`src/rtl/rsc_pkg.sv`:
```
// Shared definitions for the supervisory reset controller.
// Assumes nothing beyond a single clock domain for the internal logic.
package rsc_pkg;

    // One flag per source that can start or hold a reset.
    typedef struct packed {
        logic supply_low;   // filtered supply dip, a level that holds the reset
        logic wdog;         // watchdog expiry pulse
        logic pin_lo_edge;  // falling edge seen on the active-low pin
        logic pin_hi_edge;  // rising edge seen on the active-high pin
    } rsc_cause_t;

    // Counter width for a terminal count, never below one bit.
    function automatic int cnt_width(input int limit);
        return (limit > 1) ? $clog2(limit) : 1;
    endfunction

endpackage

```
`src/rtl/rsc_sync.sv`:
```
// Multi-flop synchroniser for one asynchronous input.
// Assumes STAGES >= 2. The output takes RST_VAL while rst_n is low.
module rsc_sync #(
    parameter int   STAGES  = 2,
    parameter logic RST_VAL = 1'b0
) (
    input  logic clk,
    input  logic rst_n,
    input  logic d_i,
    output logic q_o
);
    logic [STAGES-1:0] chain_q;

    generate
        for (genvar s = 0; s < STAGES; s++) begin : g_stage
            if (s == 0) begin : g_first
                // Capture the raw input.
                always_ff @(posedge clk) begin
                    if (!rst_n) chain_q[0] <= RST_VAL;
                    else        chain_q[0] <= d_i;
                end
            end else begin : g_next
                // Move the sample one stage further along the chain.
                always_ff @(posedge clk) begin
                    if (!rst_n) chain_q[s] <= RST_VAL;
                    else        chain_q[s] <= chain_q[s-1];
                end
            end
        end
    endgenerate

    assign q_o = chain_q[STAGES-1];
endmodule

```
`src/rtl/rsc_glitch.sv`:
```
// Supply glitch filter. low_o goes high only after GLITCH_CYCLES consecutive
// low samples of ok_i, and clears on the first high sample.
// Assumes ok_i is already synchronised. The reset state reports "low" so
// that power-on behaves like a supply below its trip level.
module rsc_glitch #(
    parameter int GLITCH_CYCLES = 4
) (
    input  logic clk,
    input  logic rst_n,
    input  logic ok_i,
    output logic low_o
);
    localparam int CW = rsc_pkg::cnt_width(GLITCH_CYCLES);
    localparam logic [CW-1:0] LAST = CW'(GLITCH_CYCLES - 1);

    logic [CW-1:0] run_q;
    logic          low_q;

    // Count consecutive low samples and declare a dip at the limit.
    always_ff @(posedge clk) begin
        if (!rst_n) begin
            run_q <= '0;
            low_q <= 1'b1;
        end else if (ok_i) begin
            run_q <= '0;
            low_q <= 1'b0;
        end else if (run_q == LAST) begin
            low_q <= 1'b1;
        end else begin
            run_q <= run_q + 1'b1;
        end
    end

    assign low_o = low_q;


    dip_needs_full_run_chk: assert property (@(posedge clk) disable iff (!rst_n)
        $rose(low_q) |-> ($past(run_q) == LAST) && !$past(ok_i));

    dip_clears_on_good_chk: assert property (@(posedge clk) disable iff (!rst_n)
        ok_i |=> !low_q);
endmodule

```
`src/rtl/rsc_edge.sv`:
```
// Edge detector for one synchronised reset pin.
// Emits a one-cycle trigger when the pin moves from idle to its asserted
// level. Set ACTIVE_HIGH = 0 for a pin asserted low. mask_i suppresses
// detection while the controller itself is driving the pin.
module rsc_edge #(
    parameter bit ACTIVE_HIGH = 1'b0
) (
    input  logic clk,
    input  logic rst_n,
    input  logic lvl_i,
    input  logic mask_i,
    output logic trig_o
);
    logic asserted;
    logic prev_q;

    generate
        if (ACTIVE_HIGH) begin : g_hi
            assign asserted = lvl_i;
        end else begin : g_lo
            assign asserted = ~lvl_i;
        end
    endgenerate

    // Remember last cycle's asserted state. The pin reads as idle after reset.
    always_ff @(posedge clk) begin
        if (!rst_n) prev_q <= 1'b0;
        else        prev_q <= asserted;
    end

    assign trig_o = asserted & ~prev_q & ~mask_i;


    trig_single_cycle_chk: assert property (@(posedge clk) disable iff (!rst_n)
        trig_o |=> !trig_o);
endmodule

```
`src/rtl/rsc_stretch.sv`:
```
// Reset pulse stretcher. While hold_i is high, or on any kick_i, the reset
// is (re)armed with its count at zero. Once hold_i is low, the reset stays
// active for TIMEOUT_CYCLES more cycles. A new kick restarts the count.
// Assumes TIMEOUT_CYCLES >= 4, so that the synchroniser latency on
// looped-back pins stays inside the pulse.
module rsc_stretch #(
    parameter int TIMEOUT_CYCLES = 40_000_000
) (
    input  logic clk,
    input  logic rst_n,
    input  logic hold_i,
    input  logic kick_i,
    output logic active_o
);
    localparam int CW = rsc_pkg::cnt_width(TIMEOUT_CYCLES);
    localparam logic [CW-1:0] LAST = CW'(TIMEOUT_CYCLES - 1);

    logic [CW-1:0] cnt_q;
    logic          active_q;

    // Arm on a cause, then count to the limit and release.
    always_ff @(posedge clk) begin
        if (!rst_n) begin
            cnt_q    <= '0;
            active_q <= 1'b1;
        end else if (hold_i || kick_i) begin
            cnt_q    <= '0;
            active_q <= 1'b1;
        end else if (active_q) begin
            if (cnt_q == LAST) active_q <= 1'b0;
            else               cnt_q    <= cnt_q + 1'b1;
        end
    end

    assign active_o = active_q;


    cause_arms_chk: assert property (@(posedge clk) disable iff (!rst_n)
        (hold_i || kick_i) |=> active_q);

    release_after_full_count_chk: assert property (@(posedge clk) disable iff (!rst_n)
        $fell(active_q) |-> ($past(cnt_q) == LAST) && !$past(hold_i) && !$past(kick_i));
endmodule

```
`src/rtl/rsc_reset_ctrl.sv`:
```
// Supervisory reset pulse controller, top level.
// Merges a filtered supply dip, a watchdog expiry and edges on two
// bidirectional reset pins into one stretched reset. The reset leaves as a
// complementary pair of levels plus output enables for open-drain pads.
// The auxiliary comparator bypasses all timing.
// Assumes the pad inputs carry the wired pin level, including this block's
// own drive.
module rsc_reset_ctrl #(
    parameter int TIMEOUT_CYCLES = 40_000_000,
    parameter int GLITCH_CYCLES  = 4,
    parameter int SYNC_STAGES    = 2
) (
    input  logic clk,
    input  logic rst_n,
    input  logic supply_ok_i,
    input  logic wdog_expire_i,
    input  logic aux_ok_i,
    input  logic rstn_pad_i,
    input  logic rst_pad_i,
    output logic rstn_o,
    output logic rst_o,
    output logic rstn_oe_o,
    output logic rst_oe_o,
    output logic aux_low_n_o
);
    import rsc_pkg::*;

    logic       supply_s;
    logic       pin_lo_s;
    logic       pin_hi_s;
    logic       active;
    rsc_cause_t cause;

    // Bring the three asynchronous inputs into the clock domain.
    rsc_sync #(.STAGES(SYNC_STAGES), .RST_VAL(1'b0)) u_sync_supply (
        .clk(clk), .rst_n(rst_n), .d_i(supply_ok_i), .q_o(supply_s));
    rsc_sync #(.STAGES(SYNC_STAGES), .RST_VAL(1'b1)) u_sync_pin_lo (
        .clk(clk), .rst_n(rst_n), .d_i(rstn_pad_i), .q_o(pin_lo_s));
    rsc_sync #(.STAGES(SYNC_STAGES), .RST_VAL(1'b0)) u_sync_pin_hi (
        .clk(clk), .rst_n(rst_n), .d_i(rst_pad_i), .q_o(pin_hi_s));

    rsc_glitch #(.GLITCH_CYCLES(GLITCH_CYCLES)) u_glitch (
        .clk(clk), .rst_n(rst_n), .ok_i(supply_s), .low_o(cause.supply_low));

    // Pin edges are masked while the reset is driven, so the looped-back
    // drive cannot re-arm the stretcher.
    rsc_edge #(.ACTIVE_HIGH(1'b0)) u_edge_lo (
        .clk(clk), .rst_n(rst_n), .lvl_i(pin_lo_s), .mask_i(active),
        .trig_o(cause.pin_lo_edge));
    rsc_edge #(.ACTIVE_HIGH(1'b1)) u_edge_hi (
        .clk(clk), .rst_n(rst_n), .lvl_i(pin_hi_s), .mask_i(active),
        .trig_o(cause.pin_hi_edge));

    assign cause.wdog = wdog_expire_i;

    rsc_stretch #(.TIMEOUT_CYCLES(TIMEOUT_CYCLES)) u_stretch (
        .clk(clk), .rst_n(rst_n),
        .hold_i(cause.supply_low),
        .kick_i(cause.wdog | cause.pin_lo_edge | cause.pin_hi_edge),
        .active_o(active));

    assign rst_o       = active;
    assign rstn_o      = ~active;
    assign rst_oe_o    = active;
    assign rstn_oe_o   = active;
    assign aux_low_n_o = aux_ok_i;


    pin_edge_idle_only_chk: assert property (@(posedge clk) disable iff (!rst_n)
        (cause.pin_lo_edge || cause.pin_hi_edge) |-> !rst_o);

    dip_holds_reset_chk: assert property (@(posedge clk) disable iff (!rst_n)
        cause.supply_low |=> rst_o && !rstn_o);
endmodule

```
`config.mk`:
```
export PLATFORM = sky130hd
export DESIGN_NAME = rsc_reset_ctrl
export DESIGN_NICKNAME = d
export VERILOG_FILES = /design/src/rtl/rsc_pkg.sv /design/src/rtl/rsc_sync.sv /design/src/rtl/rsc_glitch.sv /design/src/rtl/rsc_edge.sv /design/src/rtl/rsc_stretch.sv /design/src/rtl/rsc_reset_ctrl.sv
export SDC_FILE = /design/constraint.sdc
export NUM_CORES = 1
export LEC_CHECK = 0
export CORE_MARGIN = 2
export CORE_UTILIZATION = 30
export CTS_CLUSTER_SIZE = 30
export DETAILED_ROUTE_END_ITERATION = 6
export PLACE_DENSITY = 0.56
export SYNTH_ARGS = -nofsm -noshare
export SYNTH_HDL_FRONTEND = slang
export SYNTH_SLANG_ARGS = --single-unit
```
`constraint.sdc`:
```
create_clock -name clk -period 3.03 [get_ports clk]
set_input_delay 0.4545 -clock clk [delete_from_list [all_inputs] [get_ports clk]]
set_output_delay 0.4545 -clock clk [all_outputs]
set_load 0.02 [all_outputs]
```
==> out/qor.yml, run 1 <==
outcome: "finished, final reports clean"
worstHoldEndpoint: "u_sync_pin_lo.q_o"
grt_pass1_vias: 1288
critPathSlowestCell: "o31ai_4"
h-tree-depth: 2
syn_to_final_growth_pct: 15.1
synth_edf_count: 0
synth_top_area_share_pct: 43.6
vias: 1312
hold_path_startpoint: "u_sync_pin_lo.chain_q[0]"
clockPowerShare_pct: 49.7
setup_viol: 0
avgSynthCellArea_um2: 9.17
final_hold_viol_count: 0
pwr-share-seq_pct: 48.0
critPathMaxFanout: 16
grt_pass1_wl_mm: 5.71
yosysWarnings: 0
cts_root_buf: "clkbuf_8"
setup_tns_ns: 0
cp.arrival_ns: 2.33
end_kind: "flop"
crit_chain: "ha_1 > nand4_1 > or2_4 > o31ai_4 > or4_2 > a21oi_2"
globalRouteOverflowTotal: 0
die_x_um: 80.2
r2r_setup_slack_ns: 0.86
clkTransAtPathRegs_ns: 0.08
stdcell_count: 270
grt_max_degree: 24
routed-wl-met2_mm: 1.45
clock.fmax_mhz: 462
r2r-end: "u_stretch.cnt_q[5]"
ys_seq_elements: 38
die-area_mm2: 0.00644
drtIter0Drc: 87
num_rows: 27
crit_type: "reg2reg"
worst_slew_pin_slew_ns: 0.645
cts_buffers: 5
cts_sinks: 38
top_layer_used: "met4"
synthAdderAreaFrac_pct: 1.44
design.core.area_mm2: 0.00557
min_period_over_period_pct: 71.5
cts_tree: "done"
final_core_util_pct: 36.0
r2r_cells: 6
port_buffers: 9
postCtsSetupBuffers: 0
critical-path-max-stage-delay_ns: 0.61
fp.dieH_um: 80.2
final.min_clock_period_ns: 2.17
min_path_cells: 1
num_io_pins: 12
place_inst: 262
final.setup_skew_ns: 0.00574
yosysSeqAreaShare_pct: 43.6
async_flop_share_pct: 0
dp_hpwl_mm: 2.25
ys_types: 41
max_slew_margin_pct: 57.0
max_cap_viol_count: 0
diodes: 0
yosys.area.top_type: "dfxtp_1"
cts_hold_buffers: 0
fillers: 592
net-switching-power_uw: 193
fin_total_pwr_uw: 1070
clock_latency_ns: 0.29
nNetsFinal: 206
p_int_uw: 874
worstPathRequired_ns: 3.19
wl_mm: 3.19
power.leakage_uw: 0.000653
drv_slew: 0
netlist_area_mm2: 0.00174
met1_length_mm: 1.62
rsz0062_at_grt: "false"
timing.rr.start: "u_stretch.cnt_q[0]"
ir_worst_vdd_v: 0.000175
synth_top_family_by_area: "simple AND/OR/NAND/NOR gates"
drc: 0
synth_cells: 190
hp-class: "reg2reg"
syn_nets: 199
gp_congestion: 0.694
antenna_found_initial: 0
synthFlopType: "dfxtp_1"
grt_usage_pct: 11.5
synth_area_leaders: "dfxtp_1 (44%), nor2_1 (4.5%), xnor2_1 (4.0%), xor2_1 (3.5%), nand3_1 (2.9%)"
synth-xor-area-share_pct: 7.54
viasPerCell: 4.86
synth-compound-area-share_pct: 11.3
crit_family: "simple AND/OR/NAND/NOR gates"
start_kind: "flop"
firstDrtPassIters: 4
wl_met3_um: 81
p_comb_share_pct: 2.3
clockBufferDepth: 2
initial_core_util_pct: 31.3
synth-simple-area-share_pct: 31.4
switching_share_pct: 18.1
synth_mux_area_share_pct: 0.574
path_buf_inv: 0
p_per_area_mw_per_mm2: 532
post_cts_resize_count: 0
postRouteAntennaNets: 0
drive_above_1_share_pct: 13.6
wl_per_cell_um: 11.8
placed cells by master (no fill, tap or decap), drive strengths merged, types with 5 or more instances in the layout:
cell	netlist	final
a21oi	10	10
and2	7	7
clkbuf	4	6
clkdlybuf4s50	0	9
dfxtp	38	38
nand2	12	12
nand3	10	10
nand4	9	9
nor2	21	21
nor4	5	5
o21ai	10	10
or3	7	7
xnor2	8	8
xor2	7	7
cells in the mapped netlist (2+ instances only):
| cell | number |
|---|---|
| clkbuf_1 | 4 |
| nand4_1 | 7 |
| xnor2_1 | 8 |
| nor2_1 | 21 |
| or3_1 | 3 |
| nor3_1 | 3 |
| ha_1 | 2 |
| buf_6 | 2 |
| a21oi_2 | 3 |
| dfxtp_1 | 38 |
| nand2b_1 | 4 |
| o31ai_4 | 2 |
| or2_2 | 2 |
| nand4_2 | 2 |
| a21oi_1 | 7 |
| xor2_1 | 7 |
| inv_1 | 3 |
| or3_2 | 4 |
| and2_1 | 7 |
| buf_4 | 3 |
| and4_1 | 3 |
| nand2_1 | 12 |
| o31ai_1 | 2 |
| nor4_1 | 5 |
| o21ai_0 | 7 |
| o21ai_1 | 2 |
| nand3_1 | 10 |
| and3_1 | 3 |
| or4_1 | 2 |
sequential cells by signal (all words and copies together) (netlist names):
| name | cells |
|---|---|
| u_edge_lo.prev_q | 1 |
| u_glitch.low_o | 1 |
| u_sync_pin_hi.q_o | 1 |
| u_sync_supply.q_o | 1 |
| u_glitch.run_q | 2 |
| u_stretch.active_o | 1 |
| u_sync_pin_lo.chain_q | 1 |
| u_sync_pin_hi.chain_q | 1 |
| u_sync_supply.chain_q | 1 |
| u_sync_pin_lo.q_o | 1 |
| u_stretch.cnt_q | 26 |
| u_edge_hi.prev_q | 1 |
final cells by class:
class	count	area [um2]	area share, %
multi-input combinational	140	911	45.4
timing repair buffer	9	90.1	4.49
clock inverter	2	60.1	2.99
clock buffer	6	82.6	4.12
sequential	38	761	37.9
inverter	3	11.3	0.561
tap	72	90.1	4.49
power by group through the flow:
| stage | registers (uW) | clock network (uW) | logic, uW |
|---|---|---|---|
| detailed placement | 524 | 0 | 25.4 |
| global route | 513 | 571 | 28.1 |
| floorplan | 523 | 0 | 18.5 |
| finish | 512 | 530 | 25.0 |
| CTS | 512 | 547 | 25.6 |
| global placement | 524 | 0 | 24.8 |
stage by stage:
step           hold WS, ns  instance area, um2  setup WS, ns
2_1_floorplan        0.383                1740          1.25
3_3_place_gp         0.398                1860         0.641
3_5_place_dp         0.391                1860         0.613
4_1_cts              0.404                2010         0.823
5_1_grt              0.412                2010         0.668
6_report             0.401                2010         0.865
worst max-delay path by stage:
stage	from	to	slack, ns	cells after the start
final	u_stretch.cnt_q[0]	u_stretch.cnt_q[5]	0.86	6
after global routing	u_stretch.cnt_q[1]	u_stretch.cnt_q[5]	0.67	6
after CTS	u_stretch.cnt_q[0]	u_stretch.cnt_q[3]	0.82	6
after detailed placement	rst_n	u_stretch.cnt_q[14]	0.61	5
after global placement	rst_n	u_stretch.cnt_q[14]	0.64	5
after floorplan	u_stretch.cnt_q[0]	u_stretch.cnt_q[7]	1.25	7
cell families (layout without fill, tap and decap cells):
kind of cell               Yosys count  after routing
AOI/OAI and AO/OA                   27             27
and+or+nand+nor                     95             95
muxes                                1              1
buffers and inverters               12             20
adders and majority gates            2              2
xor gates and xnor gates            15             15
DFF                                 38             38
metal layers:
layer / track usage, % / up-vias
met4: 4.58 / 0
met3: 4.04 / 4
met5: 0 / -
met1: 14.6 / 603
li1: - / 687
met2: 17.7 / 18
Power figures use the tool's default switching activity.
==> run 2: changes to the inputs <==
Settings changed: PLACE_DENSITY 0.56 to 0.58.
Clock period 3.03 ns to 1.85 ns, I/O delays scaled along.
==> run 2 against run 1 <==
  * Register-to-register slack lost 0.79 ns
  * Worst setup slack worse by 0.79 ns
  * Utilization up 3.7 points
  * Highest routed layer unchanged
  * Sequential cell count is the same
  * Via count grew 11%
  * Total power up 48%
  * Critical path depth unchanged
  * Clock-buffer cell count fell by 1
  * Design area grew 10%
==> out/qor.yml, run 2 (synthesis gave the netlist of run 1 again) <==
vias: 1450
end_kind: "flop"
drv_slew: 0
dp_hpwl_mm: 2.51
largest_reg_flops: 26
final.setup_skew_ns: 0.00800
cts_tree: "done"
h-tree-depth: 2
syn_to_final_growth_pct: 26.8
initial_core_util_pct: 31.3
largest-register: "u_stretch.cnt_q"
net-switching-power_uw: 323
drive_above_1_share_pct: 25.2
p_per_area_mw_per_mm2: 714
max_slew_margin_pct: 71.9
hold_path_startpoint: "u_sync_pin_lo.q_o"
clkTransAtPathRegs_ns: 0.08
crit_type: "reg2reg"
grt_usage_pct: 12.5
die_x_um: 80.2
clock.fmax_mhz: 562
min_path_cells: 1
antenna_found_initial: 0
pwr-share-seq_pct: 53.2
gp_congestion: 0.769
firstDrtPassIters: 4
rsz0062_at_grt: "true"
timing.rr.start: "u_stretch.cnt_q[16]"
cp.arrival_ns: 1.97
ir_worst_vdd_v: 0.000462
cts_sinks: 38
num_rows: 27
critPathSlowestCell: "dfxtp_1"
cts_root_buf: "clkbuf_8"
min_period_over_period_pct: 96.2
path_buf_inv: 1
cts_buffers: 5
fp.dieH_um: 80.2
postRouteAntennaNets: 0
power.leakage_uw: 0.000774
cts_hold_buffers: 0
switching_share_pct: 20.4
post-place-ws_ns: 0.0536
worstPathRequired_ns: 2.04
r2r-end: "u_stretch.cnt_q[7]"
p_comb_share_pct: 2.9
critical-path-max-stage-delay_ns: 0.37
max_cap_viol_count: 0
worstHoldEndpoint: "u_edge_lo.prev_q"
outcome: "finished, final reports clean"
reg_top3: "u_stretch.cnt_q: 26 flops, u_glitch.run_q: 2 flops"
setup_ws_ns: 0.0700
grt_max_degree: 23
final_core_util_pct: 39.6
worst_slew_pin_slew_ns: 0.420
wl_per_cell_um: 11.7
mostFrequentLayoutCells: "dfxtp_1 (37), buf_4 (27), nor2_1 (21)"
design.core.area_mm2: 0.00557
setup_viol: 0
grt_pass1_vias: 1347
clock_latency_ns: 0.30
crit_chain: "nor4b_2 > nand4_2 > o31ai_4 > buf_12 > nor4_1 > o21a_1"
port_buffers: 9
die-area_mm2: 0.00644
r2r_setup_slack_ns: 0.07
start_kind: "flop"
r2r_cells: 6
diodes: 0
final_hold_viol_count: 0
viasPerCell: 4.87
globalRouteOverflowTotal: 0
num_io_pins: 12
final_common_cell: "dfxtp_1"
clockPowerShare_pct: 44.0
wl_mm: 3.50
final.min_clock_period_ns: 1.78
nNetsFinal: 234
hp-class: "reg2reg"
p_int_uw: 1260
drtIter0Drc: 74
crit_family: "simple AND/OR/NAND/NOR gates"
critPathMaxFanout: 12
clockBufferDepth: 2
grt_pass1_wl_mm: 6.06
drc: 0
## run 2: cell types whose count changed in the layout (fill, tap and decap cells not counted)
cell / before / now
dfxtp_2: 0 / 1
clkdlybuf4s50_1: 9 / 6
clkbuf_8: 6 / 5
bufinv_16: 2 / 1
clkinv_2: 0 / 2
buf_12: 0 / 1
buf_4: 0 / 27
nor4_2: 0 / 1
dfxtp_1: 38 / 37
dlymetal6s2s_1: 0 / 3
nor4_1: 5 / 4
## run 2: area by class of cell
type,count,area (um2)
clock buffers,5,68.8
clock inverters,3,40.0
fillers,574,3360
inverters,3,11.3
multi-input cells,140,917
flip-flops and latches,38,762
well taps,72,90.1
repair buffers,37,320
## run 2: worst register-to-register path, delay by kind of cell (launching register included)
| kind | cells | cell delay (ns) |
|---|---|---|
| simple gates | 3 | 0.65 |
| flops | 1 | 0.37 |
| buf+inv | 1 | 0.17 |
| compound gates | 2 | 0.49 |
## run 2: power groups by stage
stage	sequential [uW]	combinational, uW	clock, uW
2_1_floorplan	857	30.3	0
3_3_place_gp	858	43.9	0
3_5_place_dp	859	45.6	0
4_1_cts	839	46.0	715
5_1_grt	841	52.9	758
6_report	839	45.2	694
## run 2: metal layers
layer  global-route usage, %  part of all wire, %
met4                    7.12                  2.5
met3                    3.03                  2.4
met1                    16.3                   52
met5                       0                    0
met2                    18.8                   43
## run 2: what timing repair did
action	in CTS	in global routing
pin swaps	0	3
gates resized for setup	1	4
setup endpoints to repair	3	10
setup buffers	0	4
## run 2: how the worst max path moves through the flow
stage,from,end,slack [ns],cells past startpoint
2_1_floorplan,u_stretch.cnt_q[0],u_stretch.cnt_q[7],0.07,7
3_3_place_gp,u_stretch.cnt_q[0],u_stretch.cnt_q[5],0.09,7
3_5_place_dp,u_stretch.cnt_q[0],u_stretch.cnt_q[5],0.05,7
4_1_cts,u_stretch.active_o,rst_oe_o,0.03,3
5_1_grt,u_stretch.cnt_q[25],u_stretch.cnt_q[0],-0.03,7
6_report,u_stretch.cnt_q[16],u_stretch.cnt_q[7],0.07,6
## run 2: per-stage QoR
stage / total power [uW] / std cells / setup TNS, ns / cell area [um2] / hold WS (ns)
floorplan: 887 / 190 / 0 / 1740 / 0.379
CTS: 1600 / 294 / 0 / 2170 / 0.408
global route: 1650 / 298 / -0.0341 / 2210 / 0.440
global placement: 902 / 286 / 0 / 2060 / 0.390
detailed placement: 904 / 286 / 0 / 2060 / 0.394
finish: 1580 / 298 / 0 / 2210 / 0.402
==> run 3: changes to the inputs <==
Clock period 1.85 ns to 1.47 ns, I/O delays scaled along.
==> run 3 against run 2 <==
  * The run now ends with setup timing left
  * Global-route usage increased by 1.3 points
  * Highest routed layer unchanged
  * Clock-buffer cell count unchanged
  * Critical path depth increased by 1
  * Register-to-register slack got worse by 0.35 ns
  * Clock skew decreased by 0.0029 ns
  * Sequential share of layout area decreased by 5.7 points
  * Critical path type unchanged
  * Via count increased by 9.7%
  * First-iteration DRC count increased by 130%
  * Largest power group unchanged
  * Total power increased by 16%
  * Non-clock buffer count increased by 32
  * Clock power increased by 5.3%
==> out/qor.yml, run 3 (synthesis gave the netlist of run 1 again) <==
outcome: "finished, violations left"
violations: "setup timing"
diodes: 0
power.leakage_uw: 0.00107
die_x_um: 80.2
multi_input_area_mm2: 0.00115
clockPowerShare_pct: 39.8
start_kind: "flop"
drc: 0
critPathSlowestCell: "dfxtp_4"
worst_slew_pin_slew_ns: 0.355
grt_pass1_vias: 1522
clock_latency_ns: 0.30
final.min_clock_period_ns: 1.75
ir_worst_vdd_v: 0.000497
crit_family: "compound AO/OA/AOI/OAI gates"
reg_top3: "u_stretch.cnt_q: 26 flops, u_glitch.run_q: 2 flops"
grt_max_degree: 23
clkTransAtPathRegs_ns: 0.08
die-area_mm2: 0.00644
mostFrequentLayoutCells: "buf_4 (42), dfxtp_1 (24), nor2_1 (20)"
area.sequential_um2: 788
largest_reg_flops: 26
final.setup_skew_ns: 0.00506
final_hold_viol_count: 0
setup_ws_ns: -0.279
cp.arrival_ns: 1.99
drtIter0Drc: 172
design.core.area_mm2: 0.00557
dp_hpwl_mm: 2.68
end_kind: "flop"
worstPathRequired_ns: 1.71
viasPerCell: 4.82
cts_sinks: 38
grt_usage_pct: 13.8
initial_core_util_pct: 31.3
h-tree-depth: 2
num_io_pins: 12
fillers: 539
max_slew_margin_pct: 76.3
final_common_cell: "buf_4"
drv_slew: 0
crit_type: "reg2reg"
wl_mm: 4.22
num_rows: 27
postLayoutCellArea_mm2: 0.00274
wl_per_cell_um: 12.8
largest-register: "u_stretch.cnt_q"
max_cap_viol_count: 0
cts_root_buf: "clkbuf_8"
firstDrtPassIters: 4
min_period_over_period_pct: 119
path_buf_inv: 1
cts_tree: "done"
pwr-share-seq_pct: 57.1
cts_hold_buffers: 0
cts_buffers: 5
switching_share_pct: 23.3
final_core_util_pct: 49.1
p_int_uw: 1410
crit_chain: "ha_4 > nand4_1 > or2_4 > o31ai_4 > buf_6 > o31a_2 > o21a_1"
fin_total_pwr_uw: 1840
clock.fmax_mhz: 572
syn_to_final_growth_pct: 57.0
fp.dieH_um: 80.2
nNetsFinal: 266
whs_ns: 0.411
setup_viol: 27
placed_area_mm2: 0.00229
critPathMaxFanout: 6
vias: 1591
critical-path-max-stage-delay_ns: 0.36
port_buffers: 9
p_comb_share_pct: 3.1
globalRouteOverflowTotal: 0
hp-class: "reg2reg"
grt_pass1_wl_mm: 6.93
antenna_found_initial: 0
rsz0062_at_grt: "true"
p_per_area_mw_per_mm2: 671
gp_congestion: 0.752
clockBufferDepth: 2
drive_above_1_share_pct: 51.2
net-switching-power_uw: 428
postRouteAntennaNets: 0
==> run 3: cell count changes in the layout (fill, tap and decap cells not counted), sizes merged <==
cell,change
bufinv,-1
buf,+32
inv,+1
dlygate4sd2,+4
clkdlybuf4s50,-1
dlymetal6s2s,-3
==> run 3: final timing paths <==
| path | startpoint | end | slack [ns] | cells after the start |
|---|---|---|---|---|
| hold / removal | u_sync_pin_lo.chain_q[0] | u_sync_pin_lo.q_o | 0.41 | 1 |
| setup / recovery | u_stretch.cnt_q[1] | u_stretch.cnt_q[7] | -0.28 | 7 |
| setup reg to reg | u_stretch.cnt_q[1] | u_stretch.cnt_q[7] | -0.28 | 7 |
| hold reg to reg | u_sync_pin_lo.chain_q[0] | u_sync_pin_lo.q_o | 0.41 | 1 |
==> run 3: final cells by class <==
type	count	area share, %
tap	72	3.29
clock inverter	3	0.732
sequential	38	28.8
timing repair buffer	69	22.0
multi-input combinational	140	42.2
clock buffer	5	2.51
inverter	3	0.412
==> run 3: per-layer routing <==
layer  share of wire, %  track usage, %  vias up
met3                2.6            3.03        7
met5                  0               0        -
met1                 47            17.6      754
li1                   -               -      808
met2                 48            22.0       22
met4                1.9            6.78        0
==> run 3: worst register-to-register path, cell delays in order, from the launching register on <==
cell	delay [ns]
dfxtp_4	0.36
ha_4	0.13
nand4_1	0.14
or2_4	0.31
o31ai_4	0.33
buf_6	0.18
o31a_2	0.14
o21a_1	0.11
==> run 3: timing repair <==
item | in CTS | in global routing
resized for setup | 56 | 16
pin swaps | 38 | 21
buffers inserted | 12 | 8
endpoints found under the setup margin | 30 | 27
==> run 3: power by group through the flow <==
| stage | clock network, uW | logic [uW] | registers [uW] |
|---|---|---|---|
| global placement | 0 | 55.8 | 1070 |
| CTS | 752 | 58.9 | 1050 |
| global route | 803 | 66.6 | 1050 |
| finish | 731 | 57.5 | 1050 |
| detailed placement | 0 | 57.0 | 1080 |
| floorplan | 0 | 38.4 | 1070 |
==> run 3: metrics by stage <==
stage               setup slack [ns]  setup TNS [ns]  instances
global placement              -0.283           -3.90        308
finish                        -0.279           -4.33        330
floorplan                     -0.161           -1.17        190
CTS                           -0.217           -3.05        327
global route                  -0.337           -6.18        330
detailed placement            -0.293           -4.03        308
